`config.mk`:
```
export PLATFORM = sky130hd
export DESIGN_NAME = nand_width_adapter
export DESIGN_NICKNAME = d
export VERILOG_FILES = /design/src/rtl/nwa_pkg.sv /design/src/rtl/nwa_decode.sv /design/src/rtl/nwa_lane.sv /design/src/rtl/nwa_seq.sv /design/src/rtl/nand_width_adapter.sv
export SDC_FILE = /design/constraint.sdc
export NUM_CORES = 1
export LEC_CHECK = 0
export BUFFER_PORTS_ARGS = -buffer_cell sky130_fd_sc_hd__buf_2
export CAP_MARGIN = 25
export CORE_MARGIN = 2
export CORE_UTILIZATION = 55
export CTS_BUF_LIST = sky130_fd_sc_hd__clkbuf_16
export CTS_CLUSTER_DIAMETER = 30
export DETAILED_ROUTE_END_ITERATION = 6
export GPL_TIMING_DRIVEN = 0
export PLACE_DENSITY = 0.81
export SLEW_MARGIN = 25
export SYNTH_ARGS = -nofsm -noshare
export SYNTH_HDL_FRONTEND = slang
export SYNTH_SLANG_ARGS = --single-unit
```
`constraint.sdc`:
```
create_clock -name clk -period 4.2 [get_ports clk]
set_input_delay 0.42 -clock clk [delete_from_list [all_inputs] [get_ports clk]]
set_output_delay 0.42 -clock clk [all_outputs]
set_load 0.01 [all_outputs]
```
`src/rtl/nwa_pkg.sv`:
```
package nwa_pkg;

    typedef enum logic [1:0] {
        WIN_NONE = 2'd0,
        WIN_CMD  = 2'd1,
        WIN_ADDR = 2'd2,
        WIN_DATA = 2'd3
    } nwa_win_e;

    localparam logic [1:0] NAND_TYPE_CODE = 2'd2;

    localparam logic [1:0] SZ_BYTE = 2'd0;
    localparam logic [1:0] SZ_HALF = 2'd1;

    // bytes moved by a CPU access of the given size code
    function automatic int unsigned nwa_bytes(logic [1:0] size);
        case (size)
            SZ_BYTE: return 1;
            SZ_HALF: return 2;
            default: return 4;
        endcase
    endfunction

    // number of device cycles for an access
    function automatic int unsigned nwa_beats(logic wide, logic [1:0] size,
                                              int unsigned lane_bytes);
        int unsigned b;
        b = nwa_bytes(size);
        if (!wide)
            return b;
        if (b <= lane_bytes)
            return 1;
        return b / lane_bytes;
    endfunction

endpackage

```
`src/rtl/nwa_decode.sv`:
```
module nwa_decode
    import nwa_pkg::*;
#(
    parameter int                OFFS_W    = 8,
    parameter logic [OFFS_W-1:0] CMD_OFFS  = 'h7C,
    parameter logic [OFFS_W-1:0] ADDR_OFFS = 'h80,
    parameter logic [OFFS_W-1:0] DATA_OFFS = 'h84,
    parameter int                WIN_BYTES = 4
) (
    input  logic [OFFS_W-1:0] offs_i,
    output nwa_win_e          win_o
);

    localparam int NWIN = 3;
    localparam logic [NWIN*OFFS_W-1:0] BASES = {DATA_OFFS, ADDR_OFFS, CMD_OFFS};
    localparam logic [OFFS_W:0]        SPAN  = WIN_BYTES[OFFS_W:0];

    logic [NWIN-1:0] hit;

    for (genvar g = 0; g < NWIN; g++) begin : g_win
        localparam logic [OFFS_W-1:0] BASE = BASES[g*OFFS_W +: OFFS_W];
        assign hit[g] = (offs_i >= BASE) &&
                        ({1'b0, offs_i} < ({1'b0, BASE} + SPAN));
    end

    always_comb begin
        win_o = WIN_NONE;
        if (hit[0])
            win_o = WIN_CMD;
        else if (hit[1])
            win_o = WIN_ADDR;
        else if (hit[2])
            win_o = WIN_DATA;
    end

endmodule

```
`src/rtl/nwa_lane.sv`:
```
module nwa_lane
    import nwa_pkg::*;
#(
    parameter int CPU_W  = 32,
    parameter int DEV_W  = 16,
    parameter int BEAT_W = 3
) (
    input  logic              wide_i,
    input  logic [1:0]        size_i,
    input  logic [BEAT_W-1:0] beat_i,
    input  logic [CPU_W-1:0]  wdata_i,
    input  logic [DEV_W-1:0]  rdata_i,
    output logic [DEV_W-1:0]  word_o,
    output logic [CPU_W-1:0]  placed_o
);

    localparam int NARROW_W = 8;

    int idx;

    always_comb begin
        idx = int'(beat_i);
        if (wide_i) begin
            word_o = DEV_W'(wdata_i >> (DEV_W * idx));
            if (size_i == SZ_BYTE)
                placed_o = {{(CPU_W-NARROW_W){1'b0}}, rdata_i[NARROW_W-1:0]};
            else
                placed_o = {{(CPU_W-DEV_W){1'b0}}, rdata_i} << (DEV_W * idx);
        end else begin
            word_o   = {{(DEV_W-NARROW_W){1'b0}}, NARROW_W'(wdata_i >> (NARROW_W * idx))};
            placed_o = {{(CPU_W-NARROW_W){1'b0}}, rdata_i[NARROW_W-1:0]} << (NARROW_W * idx);
        end
    end

endmodule

```
`src/rtl/nwa_seq.sv`:
```
module nwa_seq
    import nwa_pkg::*;
#(
    parameter int CPU_W  = 32,
    parameter int DEV_W  = 16,
    parameter int BEAT_W = 3
) (
    input  logic              clk,
    input  logic              rst_n,
    input  logic              req_valid_i,
    input  logic              req_write_i,
    input  nwa_win_e          req_win_i,
    input  logic [1:0]        req_size_i,
    input  logic [CPU_W-1:0]  req_wdata_i,
    input  logic              nand_i,
    input  logic              wide_i,
    output logic [BEAT_W-1:0] beat_o,
    output logic [1:0]        size_o,
    output logic              wide_o,
    output logic [CPU_W-1:0]  wdata_o,
    input  logic [DEV_W-1:0]  word_i,
    input  logic [CPU_W-1:0]  placed_i,
    output logic              dev_valid_o,
    input  logic              dev_ready_i,
    output logic              dev_write_o,
    output logic              dev_cle_o,
    output logic              dev_ale_o,
    output logic [DEV_W-1:0]  dev_wdata_o,
    output logic              busy_o,
    output logic              resp_valid_o,
    output logic [CPU_W-1:0]  resp_rdata_o
);

    localparam int unsigned LANE_BYTES = DEV_W / 8;

    typedef struct packed {
        logic              busy;
        logic              write;
        nwa_win_e          win;
        logic              wide;
        logic [1:0]        size;
        logic [BEAT_W-1:0] beat;
        logic [BEAT_W-1:0] last;
        logic [CPU_W-1:0]  wdata;
        logic [CPU_W-1:0]  acc;
        logic              resp_valid;
        logic [CPU_W-1:0]  rdata;
    } seq_st_t;

    seq_st_t     s_d, s_q;
    logic        go;
    int unsigned n_req;
    logic [CPU_W-1:0] acc_nx;

    always_comb begin
        s_d            = s_q;
        s_d.resp_valid = 1'b0;
        go     = nand_i && ((req_win_i == WIN_DATA) ||
                            (req_write_i && (req_win_i != WIN_NONE)));
        n_req  = nwa_beats(wide_i, req_size_i, LANE_BYTES);
        acc_nx = s_q.write ? s_q.acc : (s_q.acc | placed_i);
        if (!s_q.busy) begin
            if (req_valid_i) begin
                if (go) begin
                    s_d.busy  = 1'b1;
                    s_d.write = req_write_i;
                    s_d.win   = req_win_i;
                    s_d.wide  = wide_i;
                    s_d.size  = req_size_i;
                    s_d.beat  = '0;
                    s_d.last  = BEAT_W'(n_req - 1);
                    s_d.wdata = req_wdata_i;
                    s_d.acc   = '0;
                end else begin
                    s_d.resp_valid = 1'b1;
                    s_d.rdata      = '0;
                end
            end
        end else if (dev_ready_i) begin
            if (s_q.beat == s_q.last) begin
                s_d.busy       = 1'b0;
                s_d.resp_valid = 1'b1;
                s_d.rdata      = s_q.write ? '0 : acc_nx;
            end else begin
                s_d.beat = s_q.beat + 1'b1;
                s_d.acc  = acc_nx;
            end
        end
    end

    always_ff @(posedge clk or negedge rst_n) begin
        if (!rst_n)
            s_q <= '0;
        else
            s_q <= s_d;
    end

    assign beat_o       = s_q.beat;
    assign size_o       = s_q.size;
    assign wide_o       = s_q.wide;
    assign wdata_o      = s_q.wdata;
    assign dev_valid_o  = s_q.busy;
    assign dev_write_o  = s_q.write;
    assign dev_cle_o    = s_q.busy && (s_q.win == WIN_CMD);
    assign dev_ale_o    = s_q.busy && (s_q.win == WIN_ADDR);
    assign dev_wdata_o  = s_q.write ? word_i : '0;
    assign busy_o       = s_q.busy;
    assign resp_valid_o = s_q.resp_valid;
    assign resp_rdata_o = s_q.rdata;


    stall_hold_chk: assert property (@(posedge clk) disable iff (!rst_n)
        (dev_valid_o && !dev_ready_i) |=> (dev_valid_o && $stable(dev_wdata_o) &&
                                          $stable(dev_cle_o) && $stable(dev_ale_o)));


    busy_hold_chk: assert property (@(posedge clk) disable iff (!rst_n)
        (s_q.busy && !(dev_ready_i && (s_q.beat == s_q.last))) |=> busy_o);


    resp_after_last_chk: assert property (@(posedge clk) disable iff (!rst_n)
        $fell(busy_o) |-> resp_valid_o);


    latch_excl_chk: assert property (@(posedge clk) disable iff (!rst_n)
        !(dev_cle_o && dev_ale_o));


    read_no_latch_chk: assert property (@(posedge clk) disable iff (!rst_n)
        (dev_valid_o && !dev_write_o) |-> (!dev_cle_o && !dev_ale_o));


    beat_bound_chk: assert property (@(posedge clk) disable iff (!rst_n)
        s_q.busy |-> (s_q.beat <= s_q.last));

endmodule

```
`src/rtl/nand_width_adapter.sv`:
```
module nand_width_adapter
    import nwa_pkg::*;
#(
    parameter int                CPU_W     = 32,
    parameter int                DEV_W     = 16,
    parameter int                OFFS_W    = 8,
    parameter logic [OFFS_W-1:0] CMD_OFFS  = 'h7C,
    parameter logic [OFFS_W-1:0] ADDR_OFFS = 'h80,
    parameter logic [OFFS_W-1:0] DATA_OFFS = 'h84,
    parameter int                WIN_BYTES = 4,
    parameter int                TYPE_LSB  = 10,
    parameter int                SIZE_BIT  = 12
) (
    input  logic              clk,
    input  logic              rst_n,
    input  logic [CPU_W-1:0]  cfg_i,
    input  logic              req_valid_i,
    input  logic              req_write_i,
    input  logic [OFFS_W-1:0] req_offs_i,
    input  logic [1:0]        req_size_i,
    input  logic [CPU_W-1:0]  req_wdata_i,
    output logic              busy_o,
    output logic              resp_valid_o,
    output logic [CPU_W-1:0]  resp_rdata_o,
    output logic              dev_valid_o,
    input  logic              dev_ready_i,
    output logic              dev_write_o,
    output logic              dev_cle_o,
    output logic              dev_ale_o,
    output logic [DEV_W-1:0]  dev_wdata_o,
    input  logic [DEV_W-1:0]  dev_rdata_i
);

    localparam int BEAT_W = $clog2(CPU_W / 8) + 1;

    nwa_win_e          win;
    logic              is_nand;
    logic              is_wide;
    logic              unused_cfg_bits;
    logic [BEAT_W-1:0] beat;
    logic [1:0]        lane_size;
    logic              lane_wide;
    logic [CPU_W-1:0]  lane_wdata;
    logic [DEV_W-1:0]  lane_word;
    logic [CPU_W-1:0]  lane_placed;

    assign is_nand         = (cfg_i[TYPE_LSB +: 2] == NAND_TYPE_CODE);
    assign is_wide         = cfg_i[SIZE_BIT];
    assign unused_cfg_bits = ^cfg_i;

    nwa_decode #(
        .OFFS_W   (OFFS_W),
        .CMD_OFFS (CMD_OFFS),
        .ADDR_OFFS(ADDR_OFFS),
        .DATA_OFFS(DATA_OFFS),
        .WIN_BYTES(WIN_BYTES)
    ) u_decode (
        .offs_i(req_offs_i),
        .win_o (win)
    );

    nwa_lane #(
        .CPU_W (CPU_W),
        .DEV_W (DEV_W),
        .BEAT_W(BEAT_W)
    ) u_lane (
        .wide_i  (lane_wide),
        .size_i  (lane_size),
        .beat_i  (beat),
        .wdata_i (lane_wdata),
        .rdata_i (dev_rdata_i),
        .word_o  (lane_word),
        .placed_o(lane_placed)
    );

    nwa_seq #(
        .CPU_W (CPU_W),
        .DEV_W (DEV_W),
        .BEAT_W(BEAT_W)
    ) u_seq (
        .clk         (clk),
        .rst_n       (rst_n),
        .req_valid_i (req_valid_i),
        .req_write_i (req_write_i),
        .req_win_i   (win),
        .req_size_i  (req_size_i),
        .req_wdata_i (req_wdata_i),
        .nand_i      (is_nand),
        .wide_i      (is_wide),
        .beat_o      (beat),
        .size_o      (lane_size),
        .wide_o      (lane_wide),
        .wdata_o     (lane_wdata),
        .word_i      (lane_word),
        .placed_i    (lane_placed),
        .dev_valid_o (dev_valid_o),
        .dev_ready_i (dev_ready_i),
        .dev_write_o (dev_write_o),
        .dev_cle_o   (dev_cle_o),
        .dev_ale_o   (dev_ale_o),
        .dev_wdata_o (dev_wdata_o),
        .busy_o      (busy_o),
        .resp_valid_o(resp_valid_o),
        .resp_rdata_o(resp_rdata_o)
    );

endmodule

```
==> flow_summary.json, run 1 <==
{
  "synthTopCellsByCount": "nand2_1, dfrtp_1, nor2_1, buf_4",
  "antenna_cells": 0,
  "synthXorXnorAreaFrac_pct": 0.801,
  "clkSinkCount": 110,
  "switching_share_pct": 27.2,
  "synth_compound_area_share_pct": 16.8,
  "grt_pass1_wl_mm": 23.1,
  "root_buffer": "clkbuf_16",
  "ys_seq_elements": 110,
  "cap_violations": 0,
  "critPathKind": "flip-flop to output port",
  "fin_nets": 826,
  "finalHoldViolCount": 0,
  "synth_top_family_by_area": "simple AND/OR/NAND/NOR gates",
  "htreeDepth": 3,
  "path_max_fanout": 10,
  "fillers": 806,
  "synthDominantCellAreaShare_pct": 50.3,
  "ys_warn_count": 0,
  "gp_congestion": 0.895,
  "synthDistinctLibCells": 51,
  "power_density_mw_per_mm2": 337,
  "crit_required_ps": 3780,
  "synth_fp_nets": 696,
  "synthCells": 599,
  "grt_usage_pct": 26.9,
  "setup_tns_ps": 0,
  "ant_nets": 0,
  "syn2layout_area_growth_pct": 19.7,
  "io_pins": 149,
  "drc": 0,
  "max_freq_mhz": 355,
  "synth-edff-count": 0,
  "p_total_mw": 2.20,
  "post_drt_wl_per_cell_um": 16.4,
  "hold_class": "input port to flip-flop",
  "yosys.area_share.simple_pct": 20.3,
  "setup_violations": 0,
  "drt-total-wl_mm": 14.3,
  "seqPwrFrac_pct": 51.1,
  "ir_drop_mv": 0.185,
  "synthArstFlopShare_pct": 100,
  "clkTransAtPathRegs_ps": 70,
  "slew_headroom_pct": 27.5,
  "tightest_slew_ps": 1080,
  "port-buffer-count": 117,
  "worstPathArrival_ps": 2400,
  "overflow": 0,
  "cts_setup_buffers": 0,
  "cts_buffers": 9,
  "row_count": 36,
  "ys_seq_area_share_pct": 50.3,
  "drt_pass1_iterations": 5,
  "finClkSkew_ps": 8.79,
  "die_width_um": 104,
  "antenna_found_initial": 0,
  "synth_flop_cell": "dfrtp_1",
  "p_int_mw": 1.60,
  "synth_area_sq_mm": 0.00547,
  "layout-drive-gt1-share_pct": 28.2,
  "p_sw_uw": 599,
  "yosysMostFrequentCell": "nand2_1",
  "synth_fa_ha_area_share_pct": 0.458,
  "insertion_delay_ps": 360,
  "leakage_nw": 3.32,
  "avgSynthCellArea_sq_um": 9.13,
  "clock_power_share_pct": 37.1,
  "start_util_pct": 56.2,
  "rsz0062_at_grt": "no",
  "post-dp-hpwl_mm": 10.2,
  "dieHeight_um": 104,
  "via_count": 4843,
  "die-area_sq_mm": 0.0108,
  "grt_max_degree": 73,
  "via_per_inst": 5.59,
  "cp-start-kind": "flip-flop",
  "drv_slew": 0,
  "synthTopCellsByArea": "dfrtp_1, nand2_1, buf_4",
  "cp-end-kind": "output port",
  "cts_tree": "built",
  "core_sq_mm": 0.00973,
  "grt_pass1_vias": 4732,
  "synth_area_leader_cell": "dfrtp_1",
  "clock_path_buffers": 2,
  "synth.area.mux_share_pct": 3.11,
  "min_period_ps": 2820,
  "drt-initial-drc-count": 435,
  "power_frac_comb_pct": 11.8,
  "min_period_over_period_pct": 67.0,
  "status": "completed"
}
==> through the flow <==
step	std cells	hold slack, ps	util, %	setup slack (ps)	cell area, sq um
2_1_floorplan	599	124	-	2170	5470
3_3_place_gp	849	460	63.9	1510	6220
3_5_place_dp	850	351	64.3	1800	6250
4_1_cts	867	250	67.3	1400	6550
5_1_grt	867	246	67.3	1220	6550
6_report	867	255	67.3	1380	6550
==> sequential cells by signal, indices dropped and copies added (netlist names) <==
name and cells:
u_seq.wide_o 1, u_seq.s_q 37, u_seq.resp_rdata_o 32, u_seq.size_o 2, u_seq.dev_write_o 1, u_seq.resp_valid_o 1, u_seq.wdata_o 32, u_seq.busy_o 1
u_seq.beat_o 3
==> critical path: stages, from the launching register on <==
cell      delay (ps)
dfrtp_1          420
buf_6            170
clkbuf_1         360
mux2_2           390
a22oi_1          140
nor2_1            60
a221oi_1         250
nor2_1            90
buf_2            160
==> kinds of logic after synthesis <==
kind of cell | Yosys count
and+or+nand+nor | 253
AOI/OAI and AO/OA | 134
DFF | 110
buffers and inverters | 79
muxes | 16
xor gates and xnor gates | 5
adders and majority gates | 2
==> placed cells by master (no fill, tap or decap), drive strengths merged, types with 3 or more instances in the layout <==
cell / n
and2b: 6
inv: 6
mux2: 8
xor2: 3
and2: 5
a221oi: 20
nor2: 42
nand2: 157
clkbuf: 41
and3: 3
o21ai: 25
o22ai: 33
a21oi: 30
clkinvlp: 4
mux2i: 8
nand3: 19
dfrtp: 110
a22oi: 6
nand2b: 3
nor2b: 7
buf: 162
a22o: 7
nor3: 3
==> timing repair <==
item	CTS	global route
resized for setup	0	0
endpoints found under the hold margin	38	0
hold buffers	1	0
==> area by class of cell <==
| class | instances | area, sq um | share of cell area [%] |
|---|---|---|---|
| plain buffers | 76 | 437 | 6.67 |
| clock buffers | 9 | 225 | 3.44 |
| clock inverters | 7 | 56.3 | 0.860 |
| inverters | 3 | 11.3 | 0.172 |
| multi-input cells | 410 | 2270 | 34.7 |
| flip-flops and latches | 110 | 2750 | 42.0 |
| well taps | 133 | 166 | 2.54 |
| repair buffers | 119 | 629 | 9.61 |
==> path summary, 6_finish.rpt <==
check,start,to,slack [ps],cells after the start
min in group asynchronous,rst_n,u_seq.resp_rdata_o[6]$_DFFE_PN0P_,540,2
max in group asynchronous,rst_n,u_seq.wdata_o[19]$_DFFE_PN0P_,2990,3
max,u_seq.beat_o[0]$_DFFE_PN0P_,dev_wdata_o[4],1380,8
min reg2reg,u_seq.wdata_o[21]$_DFFE_PN0P_,u_seq.wdata_o[21]$_DFFE_PN0P_,490,2
min,req_wdata_i[25],u_seq.wdata_o[25]$_DFFE_PN0P_,260,3
max reg2reg,u_seq.beat_o[1]$_DFFE_PN0P_,u_seq.s_q[41]$_DFFE_PN0P_,1920,5
==> power groups by stage <==
stage / Sequential (mW) / Combinational (mW) / Clock, mW
2_1_floorplan: 1.14 / 0.144 / 0
3_3_place_gp: 1.14 / 0.245 / 0
3_5_place_dp: 1.15 / 0.256 / 0
4_1_cts: 1.13 / 0.259 / 0.827
5_1_grt: 1.13 / 0.286 / 0.873
6_report: 1.13 / 0.260 / 0.818
==> layer usage <==
| layer | vias to the layer above | share of wire (%) | global-route usage [%] | routed length, um |
|---|---|---|---|---|
| met3 | 21 | 8.2 | 5.10 | 1160 |
| met5 | - | 0 | 0 | 0 |
| met2 | 231 | 49 | 45.4 | 7040 |
| met1 | 2287 | 40 | 35.2 | 5770 |
| li1 | 2304 | - | - | - |
| met4 | 0 | 2.0 | 8.88 | 287 |
Note: power is estimated with default switching activity, not from simulation.
==> run 2: changes to the inputs <==
- ABC_AREA: default -> 1
- CORE_UTILIZATION: 55 -> 53
- PLACE_DENSITY: 0.81 -> 0.78
- clock period: 4.2 -> 2.9 ns (I/O delays scaled with it)
==> flow_summary.json, run 2 <==
{
  "crit_required_ps": 2610,
  "cp_cell_sequence": "buf_4 > inv_1 > nand2_1 > nor2_1 > buf_2 > inv_1 > nand2_1 > a221oi_1 > nor2_1 > buf_2",
  "setup_slack_ps": 383,
  "finalHoldViolCount": 0,
  "min_period_ps": 2520,
  "synth_area_leader_cell": "dfrtp_1",
  "via_per_inst": 5.24,
  "drv_slew": 0,
  "status": "completed",
  "max_flop_register": "u_seq.s_q",
  "synth_flop_cell": "dfrtp_1",
  "clkSinkCount": 110,
  "grt_usage_pct": 26.6,
  "setup_violations": 0,
  "rsz0062_at_grt": "no",
  "ir_drop_mv": 0.251,
  "synthDominantCellAreaShare_pct": 47.6,
  "wirelength_met1_mm": 6.38,
  "final_cell_mix": "nand2_1, buf_2, dfrtp_1",
  "drt-initial-drc-count": 394,
  "clkTransAtPathRegs_ps": 70,
  "final_common_cell": "nand2_1",
  "die_width_um": 108,
  "synthTopCellsByCount": "nand2_1, dfrtp_1, nand3_1, buf_4, o21ai_0",
  "cp-start-kind": "flip-flop",
  "dp_slack_ps": 806,
  "cts_tree": "built",
  "cts_buffers": 9,
  "slowest_stage": "dfrtp_1",
  "max_freq_mhz": 397,
  "grt_max_degree": 75,
  "slowest_delay_ps": 380,
  "ys_seq_area_share_pct": 47.6,
  "worstPathArrival_ps": 2230,
  "slew_headroom_pct": 63.3,
  "insertion_delay_ps": 350,
  "post_drt_wl_per_cell_um": 14.3,
  "grt_pass1_vias": 4990,
  "drc": 0,
  "ys_warn_count": 0,
  "synthCells": 752,
  "drt_pass1_iterations": 5,
  "hold_class": "input port to flip-flop",
  "root_buffer": "clkbuf_16",
  "post_cts_resized": 0,
  "io_pins": 149,
  "wl_met2_mm": 6.81,
  "ant_nets": 0,
  "synth-edff-count": 0,
  "leakage_nw": 3.74,
  "yosysMostFrequentCell": "nand2_1",
  "synthArstFlopShare_pct": 100,
  "critPathKind": "flip-flop to output port",
  "gp_congestion": 0.946,
  "fin_nets": 979,
  "post-dp-hpwl_mm": 11.0,
  "cap_violations": 0,
  "layout-drive-gt1-share_pct": 24.4,
  "cp-end-kind": "output port",
  "synth_fp_nets": 849,
  "dieHeight_um": 108,
  "avgSynthCellArea_sq_um": 7.69,
  "setup_tns_ps": 0,
  "min_period_over_period_pct": 86.8,
  "htreeDepth": 3,
  "synthDistinctLibCells": 35,
  "grt_pass1_wl_mm": 24.0,
  "synthTopCellsByArea": "dfrtp_1, nand2_1, nand3_1",
  "synth_area_sq_mm": 0.00579,
  "syn2layout_area_growth_pct": 18.6,
  "port-buffer-count": 117,
  "clock_path_buffers": 2,
  "p_total_mw": 3.26,
  "finClkSkew_ps": 7.13,
  "row_count": 38,
  "power_density_mw_per_mm2": 475,
  "drt-total-wl_mm": 14.7,
  "die-area_sq_mm": 0.0118,
  "ys_seq_elements": 110,
  "antenna_cells": 0,
  "top_layer_used": "met4",
  "path_max_fanout": 10,
  "antenna_found_initial": 0,
  "overflow": 0,
  "via_count": 5382,
  "tightest_slew_ps": 547,
  "core_sq_mm": 0.0107,
  "fillers": 995,
  "start_util_pct": 53.8,
  "largest_reg_flops": 37,
  "dr_wl_met3_mm": 1.07
}
[run 2: repair_timing]
item,in CTS,in global routing
hold endpoints to repair,36,0
buffers inserted,0,0
hold buffers,1,0
[run 2: layout make-up]
cell class                      instances  area [sq um]  area share [%]
Multi-Input combinational cell        532          2420            35.2
Timing Repair Buffer                  119           629            9.17
Clock inverter                          7          48.8           0.711
Tap cell                              140           175            2.55
Buffer                                 71           470            6.85
Sequential cell                       110          2750            40.1
Inverter                               39           146            2.13
Clock buffer                            9           225            3.28
[run 2: through the flow]
step | cell area, sq um | util, % | instances | hold slack, ps
2_1_floorplan | 5790 | - | 752 | -5.59
4_1_cts | 6860 | 63.9 | 1027 | 126
3_5_place_dp | 6580 | 61.2 | 1010 | 212
3_3_place_gp | 6550 | 60.9 | 1009 | 457
5_1_grt | 6860 | 63.9 | 1027 | 138
6_report | 6860 | 63.9 | 1027 | 133
[run 2: cells by family (layout without fill, tap and decap cells)]
| family | Yosys count | after routing | synth area share, % |
|---|---|---|---|
| XOR/XNOR | 4 | 4 | 0.606 |
| AO/OA/AOI/OAI | 103 | 103 | 10.5 |
| buffers and inverters | 110 | 245 | 10.7 |
| flip-flops | 110 | 110 | 47.6 |
| adder cells (fa/ha/maj) | 2 | 2 | 0.432 |
| AND/OR/NAND/NOR | 423 | 423 | 30.3 |
[run 2: path summary, 6_finish.rpt]
| path | start | endpoint | slack [ps] | cells after the start |
|---|---|---|---|---|
| min in group asynchronous | rst_n | u_seq.resp_rdata_o[1]$_DFFE_PN0P_ | 390 | 2 |
| setup reg to reg | u_seq.beat_o[1]$_DFFE_PN0P_ | u_seq.s_q[59]$_DFFE_PN0P_ | 1000 | 9 |
| setup / recovery | u_seq.beat_o[1]$_DFFE_PN0P_ | dev_wdata_o[5] | 380 | 10 |
| hold / removal | req_wdata_i[15] | u_seq.wdata_o[15]$_DFFE_PN0P_ | 130 | 3 |
| max in group asynchronous | rst_n | u_seq.wdata_o[23]$_DFFE_PN0P_ | 1830 | 3 |
| hold reg to reg | u_seq.wdata_o[27]$_DFFE_PN0P_ | u_seq.wdata_o[27]$_DFFE_PN0P_ | 470 | 2 |
[run 2: per-layer routing]
layer / GRT usage (%) / vias up
met5: 0 / -
met4: 11.4 / 0
met3: 5.67 / 33
met2: 42.3 / 218
met1: 35.4 / 2476
li1: - / 2655
[run 2: critical path: cells and delay by family, from the launching register on]
family	cells	cell delay [ps]
flip-flops	1	380
AO/OA/AOI/OAI	1	80
buffers and inverters	5	740
AND/OR/NAND/NOR	4	680
[run 2: report_power, final]
group,switching [mW],internal [mW]
registers,0.0559,1.61
logic,0.296,0.155
clock network,0.566,0.584
